<file path="src/rtl/dlw_pkg.sv">
package dlw_pkg;
   typedef enum logic [2:0] {
      ST_HUNT,
      ST_SEL,
      ST_RST2,
      ST_IDLE,
      ST_UP_HUNT,
      ST_UP_SEL
   } dlw_state_e;

   localparam logic [15:0] DLW_SEL_WORD  = 16'hE79E;
   localparam logic [15:0] DLW_DORM_WORD = 16'hE3BC;
endpackage

</file>
<file path="src/rtl/dlw_edge_sync.sv">
module dlw_edge_sync #(
   parameter int STAGES = 2
) (
   input  logic clk,
   input  logic por_n,
   input  logic sck_i,
   input  logic dio_i,
   output logic samp_o,
   output logic bit_o
);
   logic [1:0] pipe [STAGES];
   logic       sck_prev_q;

   always_ff @(posedge clk or negedge por_n) begin
      if (!por_n) pipe[0] <= 2'b00;
      else        pipe[0] <= {sck_i, dio_i};
   end

   for (genvar g = 1; g < STAGES; g++) begin : g_stage
      always_ff @(posedge clk or negedge por_n) begin
         if (!por_n) pipe[g] <= 2'b00;
         else        pipe[g] <= pipe[g-1];
      end
   end

   always_ff @(posedge clk or negedge por_n) begin
      if (!por_n) sck_prev_q <= 1'b0;
      else        sck_prev_q <= pipe[STAGES-1][1];
   end

   assign samp_o = pipe[STAGES-1][1] & ~sck_prev_q;
   assign bit_o  = pipe[STAGES-1][0];
endmodule

</file>
<file path="src/rtl/dlw_seq_detect.sv">
module dlw_seq_detect
   import dlw_pkg::*;
#(
   parameter int              LR_LEN    = 50,
   parameter int              IDLE_LEN  = 2,
   parameter int              PAT_W     = 16,
   parameter logic [PAT_W-1:0] SEL_PAT  = PAT_W'(DLW_SEL_WORD),
   parameter logic [PAT_W-1:0] DORM_PAT = PAT_W'(DLW_DORM_WORD)
) (
   input  logic clk,
   input  logic por_n,
   input  logic enable,
   input  logic samp,
   input  logic bit_i,
   output logic connected,
   output logic conn_evt
);
   localparam int CW = $clog2(LR_LEN + 1);
   localparam int IW = $clog2(IDLE_LEN + 1);
   localparam int BW = $clog2(PAT_W + 1);
   localparam logic [CW-1:0] ONES_MAX  = CW'(LR_LEN);
   localparam logic [IW-1:0] ZERO_LAST = IW'(IDLE_LEN - 1);
   localparam logic [BW-1:0] BIT_LAST  = BW'(PAT_W - 1);

   dlw_state_e       state_q;
   logic [CW-1:0]    ones_q;
   logic [IW-1:0]    zer_q;
   logic [BW-1:0]    bits_q;
   logic [PAT_W-1:0] sr_q;
   logic [PAT_W-1:0] sr_nxt;
   logic [PAT_W-1:0] want;
   logic             ones_full;

   assign sr_nxt    = {bit_i, sr_q[PAT_W-1:1]};
   assign want      = (state_q == ST_SEL) ? SEL_PAT : DORM_PAT;
   assign ones_full = (ones_q == ONES_MAX);

   always_ff @(posedge clk or negedge por_n) begin
      if (!por_n) begin
         state_q  <= ST_HUNT;
         ones_q   <= '0;
         zer_q    <= '0;
         bits_q   <= '0;
         sr_q     <= '0;
         conn_evt <= 1'b0;
      end else if (!enable) begin
         state_q  <= ST_HUNT;
         ones_q   <= '0;
         zer_q    <= '0;
         bits_q   <= '0;
         conn_evt <= 1'b0;
      end else begin
         conn_evt <= 1'b0;
         if (samp) begin
            case (state_q)
               ST_HUNT, ST_UP_HUNT, ST_RST2: begin
                  if (bit_i) begin
                     if (!ones_full) ones_q <= ones_q + 1'b1;
                  end else if (!ones_full) begin
                     ones_q  <= '0;
                     state_q <= (state_q == ST_UP_HUNT) ? ST_UP_HUNT : ST_HUNT;
                  end else if (state_q == ST_RST2) begin
                     state_q <= ST_IDLE;
                     zer_q   <= IW'(1);
                  end else begin
                     sr_q    <= sr_nxt;
                     bits_q  <= BW'(1);
                     state_q <= (state_q == ST_HUNT) ? ST_SEL : ST_UP_SEL;
                  end
               end
               ST_SEL, ST_UP_SEL: begin
                  sr_q   <= sr_nxt;
                  bits_q <= bits_q + 1'b1;
                  if (bits_q == BIT_LAST) begin
                     bits_q <= '0;
                     ones_q <= '0;
                     if (sr_nxt == want)
                        state_q <= (state_q == ST_SEL) ? ST_RST2 : ST_HUNT;
                     else
                        state_q <= (state_q == ST_SEL) ? ST_HUNT : ST_UP_HUNT;
                  end
               end
               ST_IDLE: begin
                  if (bit_i) begin
                     state_q <= ST_HUNT;
                     ones_q  <= '0;
                  end else if (zer_q == ZERO_LAST) begin
                     state_q  <= ST_UP_HUNT;
                     ones_q   <= '0;
                     conn_evt <= 1'b1;
                  end else begin
                     zer_q <= zer_q + 1'b1;
                  end
               end
               default: state_q <= ST_HUNT;
            endcase
         end
      end
   end

   assign connected = (state_q == ST_UP_HUNT) || (state_q == ST_UP_SEL);
endmodule

</file>
<file path="src/rtl/dlw_lock.sv">
module dlw_lock (
   input  logic clk,
   input  logic por_n,
   input  logic rst_pin_held,
   input  logic fw_disable_pulse,
   output logic locked
);
   logic boot_seen_q;
   logic blocked_q;

   always_ff @(posedge clk or negedge por_n) begin
      if (!por_n) begin
         boot_seen_q <= 1'b0;
         blocked_q   <= 1'b0;
         locked      <= 1'b0;
      end else begin
         if (!boot_seen_q) begin
            boot_seen_q <= 1'b1;
            blocked_q   <= rst_pin_held;
         end
         if (fw_disable_pulse && boot_seen_q && !blocked_q)
            locked <= 1'b1;
      end
   end
endmodule

</file>
<file path="src/rtl/dbg_link_wake.sv">
module dbg_link_wake
   import dlw_pkg::*;
#(
   parameter int SYNC_STAGES = 2,
   parameter int LR_LEN      = 50,
   parameter int IDLE_LEN    = 2,
   parameter int PAT_W       = 16
) (
   input  logic clk,
   input  logic por_n,
   input  logic rst_pin_held,
   input  logic swclk_pin,
   input  logic swdio_in,
   input  logic dp_drive_req,
   input  logic dp_turnaround,
   input  logic shutdown,
   input  logic fw_disable_pulse,
   output logic swdio_oe,
   output logic link_up,
   output logic wake_req,
   output logic pad_dbg_mode,
   output logic pull_up_req,
   output logic pull_dn_req
);
   if (SYNC_STAGES < 2) begin : g_bad_sync
      $error("SYNC_STAGES must be at least 2");
   end
   if (LR_LEN < 2) begin : g_bad_lr
      $error("LR_LEN must be at least 2");
   end
   if (IDLE_LEN < 2) begin : g_bad_idle
      $error("IDLE_LEN must be at least 2");
   end
   if (PAT_W < 2 || PAT_W > 16) begin : g_bad_pat
      $error("PAT_W must lie in 2..16");
   end

   logic samp;
   logic sbit;
   logic locked;
   logic connected;
   logic conn_evt;
   logic wake_pend_q;

   dlw_edge_sync #(.STAGES(SYNC_STAGES)) u_sync (
      .clk    (clk),
      .por_n  (por_n),
      .sck_i  (swclk_pin),
      .dio_i  (swdio_in),
      .samp_o (samp),
      .bit_o  (sbit)
   );

   dlw_seq_detect #(
      .LR_LEN   (LR_LEN),
      .IDLE_LEN (IDLE_LEN),
      .PAT_W    (PAT_W)
   ) u_det (
      .clk       (clk),
      .por_n     (por_n),
      .enable    (~locked),
      .samp      (samp),
      .bit_i     (sbit),
      .connected (connected),
      .conn_evt  (conn_evt)
   );

   dlw_lock u_lock (
      .clk              (clk),
      .por_n            (por_n),
      .rst_pin_held     (rst_pin_held),
      .fw_disable_pulse (fw_disable_pulse),
      .locked           (locked)
   );

   always_ff @(posedge clk or negedge por_n) begin
      if (!por_n)        wake_pend_q <= 1'b0;
      else if (!shutdown) wake_pend_q <= 1'b0;
      else if (conn_evt)  wake_pend_q <= 1'b1;
   end

   assign link_up      = connected & ~locked;
   assign wake_req     = wake_pend_q & shutdown & ~locked;
   assign swdio_oe     = link_up & dp_drive_req & ~dp_turnaround;
   assign pad_dbg_mode = ~locked;
   assign pull_up_req  = ~locked;
   assign pull_dn_req  = ~locked;
endmodule

</file>
<file path="config.mk">
export PLATFORM = sky130hd
export DESIGN_NAME = dbg_link_wake
export DESIGN_NICKNAME = d
export VERILOG_FILES = /design/src/rtl/dlw_pkg.sv /design/src/rtl/dlw_edge_sync.sv /design/src/rtl/dlw_seq_detect.sv /design/src/rtl/dlw_lock.sv /design/src/rtl/dbg_link_wake.sv
export SDC_FILE = /design/constraint.sdc
export NUM_CORES = 1
export LEC_CHECK = 0
export ABC_AREA = 1
export BUFFER_PORTS_ARGS = -buffer_cell sky130_fd_sc_hd__buf_4
export CORE_MARGIN = 5
export CORE_UTILIZATION = 45
export DETAILED_ROUTE_END_ITERATION = 8
export PLACE_DENSITY_LB_ADDON = 0.3
export REMOVE_ABC_BUFFERS = 1
export SYNTH_ARGS = -nofsm -noshare
export SYNTH_HDL_FRONTEND = slang
export SYNTH_SLANG_ARGS = --single-unit
export TNS_END_PERCENT = 1
</file>
<file path="constraint.sdc">
create_clock -name clk -period 1.75 [get_ports clk]
set_input_delay 0.35 -clock clk [delete_from_list [all_inputs] [get_ports clk]]
set_output_delay 0.35 -clock clk [all_outputs]
set_load 0.005 [all_outputs]
</file>
# ---- Yosys cells after proc, flatten, opt, wreduce, memory -nomap -nowiden
# Index checks and enable logic that the tools add are counted.
dict set report word_totals {
  reg_bits 42
  latch_bits 0
  ramBits 0
  mem_bits_ro 0
  in_bits 9
  output_inout_bits 6
  wordCells 114
  mem_count 0
}
dict set report op_classes {
  addsub 3
  multipliers 0
  div 0
  order_cmp 0
  eq_ne 22
  shift 0
  mux 50
  bitwise_logic 9
  n_reduce_logical 17
}
# cell count
set op_table {}
lappend op_table {{two-way mux 16 bit} 3}
lappend op_table {{two-way mux 6 bit} 8}
lappend op_table {{two-way mux 3 bit} 12}
lappend op_table {{one-hot mux 16 bit (2 select lines)} 1}
lappend op_table {{two-way mux 5 bit} 6}
lappend op_table {{one-hot mux 6 bit (3 select lines)} 1}
lappend op_table {{equality test 16 bit} 1}
lappend op_table {{two-way mux 2 bit} 8}
lappend op_table {{inequality test 3 x 2 -> 1 bit, second input constant} 5}
lappend op_table {{two-way mux 11 bit} 1}
lappend op_table {{one-hot mux 5 bit (2 select lines)} 1}
lappend op_table {{AND reduction 5 bit} 2}
lappend op_table {{inequality test 3 x 1 -> 1 bit, second input constant} 3}
lappend op_table {{one-hot mux 3 bit (3 select lines)} 1}
lappend op_table {{two-way mux 1 bit} 7}
lappend op_table {{AND reduction 7 bit} 1}
lappend op_table {{adder 6 x 1 -> 6 bit, second input constant} 1}
lappend op_table {{bitwise AND 1 bit} 6}
lappend op_table {{equality test 3 x 2 -> 1 bit, second input constant} 2}
lappend op_table {{equality test 3 bit, second input constant} 2}
lappend op_table {{equality test 6 bit, second input constant} 1}
lappend op_table {{AND reduction 6 bit} 1}
lappend op_table {{nonzero test 3 bit} 2}
lappend op_table {{adder 5 x 1 -> 5 bit, second input constant} 1}
lappend op_table {{18 further kinds} 24}

# ---- Logic depth before layout (Yosys ltp)
dict set report depth {
  word_depth 8
  ltp_mapped 11
  ltp_nobuf 10
}

# ---- By module
# Synthesis repeated with hierarchy kept, for this count alone.
dict set report unflattened {
  cells_unflattened 279
  area_unflattened_um2 2157.1
}
# mod n_inst cells_each area_each_um2 seq_area_each_um2
set modules_own_cells {}
lappend modules_own_cells {dlw_seq_detect 1 248 1831.8 800.8}
lappend modules_own_cells {dlw_edge_sync 1 7 135.1 125.1}
lappend modules_own_cells {dlw_lock 1 11 107.6 75.1}
lappend modules_own_cells {dbg_link_wake 1 13 82.6 25.0}

# ---- Worst setup path after synthesis
# No wires, ideal clock.
dict set report synth_timing {
  path_type {register -> register}
  from {register u_det.ones_q[0]}
  to {register u_det.sr_q[12]}
  setup_ns 0.126
  t_arrival_ns 1.438
  required_ns 1.624
  setup_slack_ns 0.186
  path_stages_with_launch 11
  path_buffers 1
  synth_period_minus_slack_ns 1.564
  cell_sequence {dfrtp_1 inv_1 ha_1 nand3_1 nor2_1 nor2_1 nor2_4 nand2_2 nor2_4 buf_6 o21ai_0}
}
dict set report synth_via {
  elab_chain_len 3
}
# item line_no
set synth_lines {}
lappend synth_lines {{start, declared} dlw_seq_detect.sv:26} ;# logic [CW-1:0] ones_q;
lappend synth_lines {{start signal, assigned} dlw_seq_detect.sv:58} ;# if (!ones_full) ones_q <= ones_q + 1'b1;
lappend synth_lines {{equality test 6 bit} dlw_seq_detect.sv:36} ;# assign ones_full = (ones_q == ONES_MAX);
lappend synth_lines {{inequality test 2 x 1 -> 1 bit (no line)} n/a}
lappend synth_lines {{AND reduction 6 bit (no line)} n/a}
lappend synth_lines {{end signal, assigned} dlw_seq_detect.sv:66} ;# sr_q <= sr_nxt;
lappend synth_lines {{end signal, assigned} dlw_seq_detect.sv:72} ;# sr_q <= sr_nxt;
lappend synth_lines {{end, declared} dlw_seq_detect.sv:29} ;# logic [PAT_W-1:0] sr_q;
# No other way between the ends.
# A chain may end at the register's enable or synchronous reset.

# ---- Final worst setup path
dict set report layout_timing {
  from {register u_lock.locked}
  to {output port pull_dn_req}
}
dict set report layout_via {
  elab_chain_len 1
}
# item line_no
set layout_lines {}
lappend layout_lines {{start, declared} dlw_lock.sv:6} ;# output logic locked
lappend layout_lines {{start signal, assigned} dlw_lock.sv:15} ;# locked <= 1'b0;
lappend layout_lines {{start signal, assigned} dlw_lock.sv:22} ;# locked <= 1'b1;
lappend layout_lines {{inverter 1 bit (no line)} n/a}
lappend layout_lines {{end, declared} dbg_link_wake.sv:23} ;# output logic pull_dn_req
# No other way between the ends.

==> flow_summary.ini <==
[placed_design]
port_buffers = 14
pre_cts_ws_ps = -7.258
place_hpwl_mm = 2.828
dp_cells = 326
gp_congestion = 0.8467

[worst_setup_path]
reg2reg_to = u_det.sr_q[1]
crit_chain = inv_1, buf_4, buf_4
r2r_slack_ps = 140
rr_startpoint = u_det.ones_q[0]
critical_path_buf_inv_count = 3
cp-start-kind = register
rr_worst_depth = 11
crit_slowest_cell = dfrtp_1
path_delay_family = flip-flops
endpoint_kind = output pin
max_stage_delay_ps = 530
cp.required_ps = 1400
arrival_ps = 1330
crit_fanout = 8
cp_common_cell = buf_4
worstSetupPathType = reg -> out

[layout]
layout.nets = 294
num_antenna_cells = 0
area_growth_pct = 16.38
n_fill_cell = 424
layout-drive-gt1-share = 0.1915
final_cells = 334
multi_input_area_um2 = 889.6
seqCellArea_mm2 = 0.001027

[timing]
fin_ws_ps = 72.83
maxSlewViolCount = 0
hold_viol_final = 0
fmax_mhz = 596.2
worstMarginPinSlew_ps = 502.7
fin_crit_ps = 1677
relSlewSlack = 0.6649
finalCritPeriodShare = 0.9584
tns_ps = 0
clock_skew_ps = 12.51
setup_viol = 0
grt_setup_unrepaired = true

[pwr]
comb_power_share = 0.026
cellLeakagePower_nw = 1.162
p_sw_frac = 0.2182
p_seq_frac = 0.537
switchingPower_uw = 390.3
p_clk_frac = 0.437
p_per_area_mw_per_mm2 = 751.1
power.internal_mw = 1.399
irDropWorstVdd_mv = 0.4439

[synthesis]
synthDistinctLibCells = 26
synth_warnings = 0
synth-edff-count = 0
synth_area_mm2 = 0.002047
synthArstFlopShare = 1.000
synth_largest_area_cell = dfrtp_1
synthTopCellsByArea = dfrtp_1, nand2_1, nand3_1
ys_ff_latch = 41
syn_inst = 257
ys_seq_area_frac = 0.5012
post-synth-top-count-cell = nand2_1
synth_top_area_share = 0.5012
synth_common_cells = nand2_1, dfrtp_1, nor2_1
syn_area_per_cell_um2 = 7.965
ys.flop_type = dfrtp_1

[drt]
drt-vias-per-instance = 4.922
dr.pass1.iters = 4
vias = 1644
ant_nets = 0
wl_per_cell_um = 11.72
first_iter_violations = 140
post-route-drc-count = 0
routed_wirelength_mm = 3.914

[clocking]
clk_path_buf_depth = 2
insertion_delay_ps = 300
cts_tree = built
cts_sinks = 41
hold_buffers = 0
cts.htree.levels = 2
clkTransAtPathRegs_ps = 90
cts_setup_buffers = 0
root_buffer = clkbuf_8
cts_made_buffers = 5

[grt]
antenna_found_initial = 0
grt_max_degree = 42
grt.overflow.total = 0
grt_pass1_vias = 1563
track_usage = 0.1466
grt_pass1_wl_mm = 7.203

[die]
num_rows = 24
dieArea_mm2 = 0.005998
die_h_um = 77.45
chipWidth_um = 77.45
core_area_mm2 = 0.004384
ios = 15
start_util = 0.4669

[outcome]
outcome = finished clean

[run]
maxCapViolations = 0

[worst_hold_path]
holdCritPathClass = in -> async
[layout by cell type (no fill, tap or decap)]
cell type and instances:
a21boi_0 1, a21oi_1 2, buf_4 24, buf_6 1
bufinv_16 1, clkbuf_8 5, clkinv_4 1, clkinvlp_4 1
conb_1 1, dfrtp_1 40, dfrtp_2 1, ha_1 4
inv_1 21, inv_2 4, nand2_1 75, nand2_2 6
nand3_1 25, nand3b_1 1, nand4_1 1, nor2_1 26
nor2_2 2, nor2_4 2, nor3_1 2, nor3_2 2
o21a_1 3, o21ai_0 5, o21ai_1 17, o21ai_2 2
or2_2 2, xnor2_1 1, xor2_1 3
[routing by layer]
| metal | up-vias | track usage | part of all wire |
|---|---|---|---|
| met4 | 0 | 0.05326 | 0.015 |
| met5 | - | 0 | 0 |
| met2 | 32 | 0.2172 | 0.44 |
| li1 | 853 | - | - |
| met3 | 6 | 0.04051 | 0.054 |
| met1 | 753 | 0.2056 | 0.49 |
[state kept, by name, summed over array words and instances, names as in the netlist]
| register | count |
|---|---|
| u_det.sr_q | 15 |
| u_lock.blocked_q | 1 |
| u_det.conn_evt | 1 |
| u_det.ones_q | 6 |
| u_det.state_q | 3 |
| u_det.zer_q | 2 |
| u_lock.boot_seen_q | 1 |
| u_det.bits_q | 5 |
| u_lock.locked | 1 |
| wake_pend_q | 1 |
| u_sync.bit_o | 1 |
| u_sync.pipe | 3 |
| u_sync.sck_prev_q | 1 |
[worst max-delay path by stage]
stage                                  to       startpoint  cells past startpoint  slack (ps)
after floorplan            u_det.sr_q[10]  u_det.ones_q[0]                     10         -40
after global placement    u_det.ones_q[0]  u_det.bits_q[0]                      8          20
after detailed placement  u_det.ones_q[0]  u_det.bits_q[0]                      8          -7
after CTS                        swdio_oe    u_lock.locked                      4          20
after global routing      u_det.ones_q[2]  u_det.bits_q[0]                      8         -30
final                         pull_dn_req    u_lock.locked                      3          70
[layout make-up]
class / count / share of cell area
Inverter: 25 / 0.03939
Tap cell: 52 / 0.02731
Timing Repair Buffer: 25 / 0.08036
Clock inverter: 3 / 0.01943
Sequential cell: 41 / 0.4312
Multi-Input combinational cell: 183 / 0.3734
Clock buffer: 5 / 0.02889
[worst reg2reg max path: stages (launching register included)]
cell     delay [ps]
dfrtp_1         390
inv_1            70
ha_1            140
nand3_1          80
nor2_2          130
nor2_2           70
nor2_4          120
nand2_2          80
nor2_4           90
buf_4           170
nand2_1          60
o21a_1           90
[logic make-up (layout without fill, tap and decap cells)]
family | after synthesis | after routing | synth area share
simple gates | 144 | 144 | 0.3032
buf+inv | 33 | 58 | 0.07396
fa+ha+maj | 4 | 4 | 0.02445
other cells | 1 | 1 | 0.001832
xor+xnor | 4 | 4 | 0.01712
flops | 41 | 41 | 0.5012
compound gates | 30 | 30 | 0.07824
[per-stage QoR]
stage | instance area, um2 | hold slack [ps] | total power, mW | util
floorplan | 1989 | 54.41 | 0.9889 | -
global placement | 2242 | 332.4 | 1.027 | 0.5114
detailed placement | 2242 | 336.5 | 1.028 | 0.5114
CTS | 2361 | 31.61 | 1.812 | 0.5385
global route | 2382 | 62.08 | 1.863 | 0.5434
finish | 2382 | 16.93 | 1.789 | 0.5434
[power groups by stage]
stage / combinational (mW) / sequential (mW) / clock, mW
final: 0.0462 / 0.960 / 0.783
after global routing: 0.0549 / 0.962 / 0.847
after CTS: 0.0481 / 0.960 / 0.804
after detailed placement: 0.0481 / 0.980 / 0
after global placement: 0.0478 / 0.979 / 0
after floorplan: 0.0104 / 0.979 / 0
[repair_timing]
action                     in CTS  in global routing
gates resized for setup         2                  6
setup endpoints to repair       7                 24
hold endpoints to repair        0                  0
No activity file was read; power rests on OpenSTA's default activity.
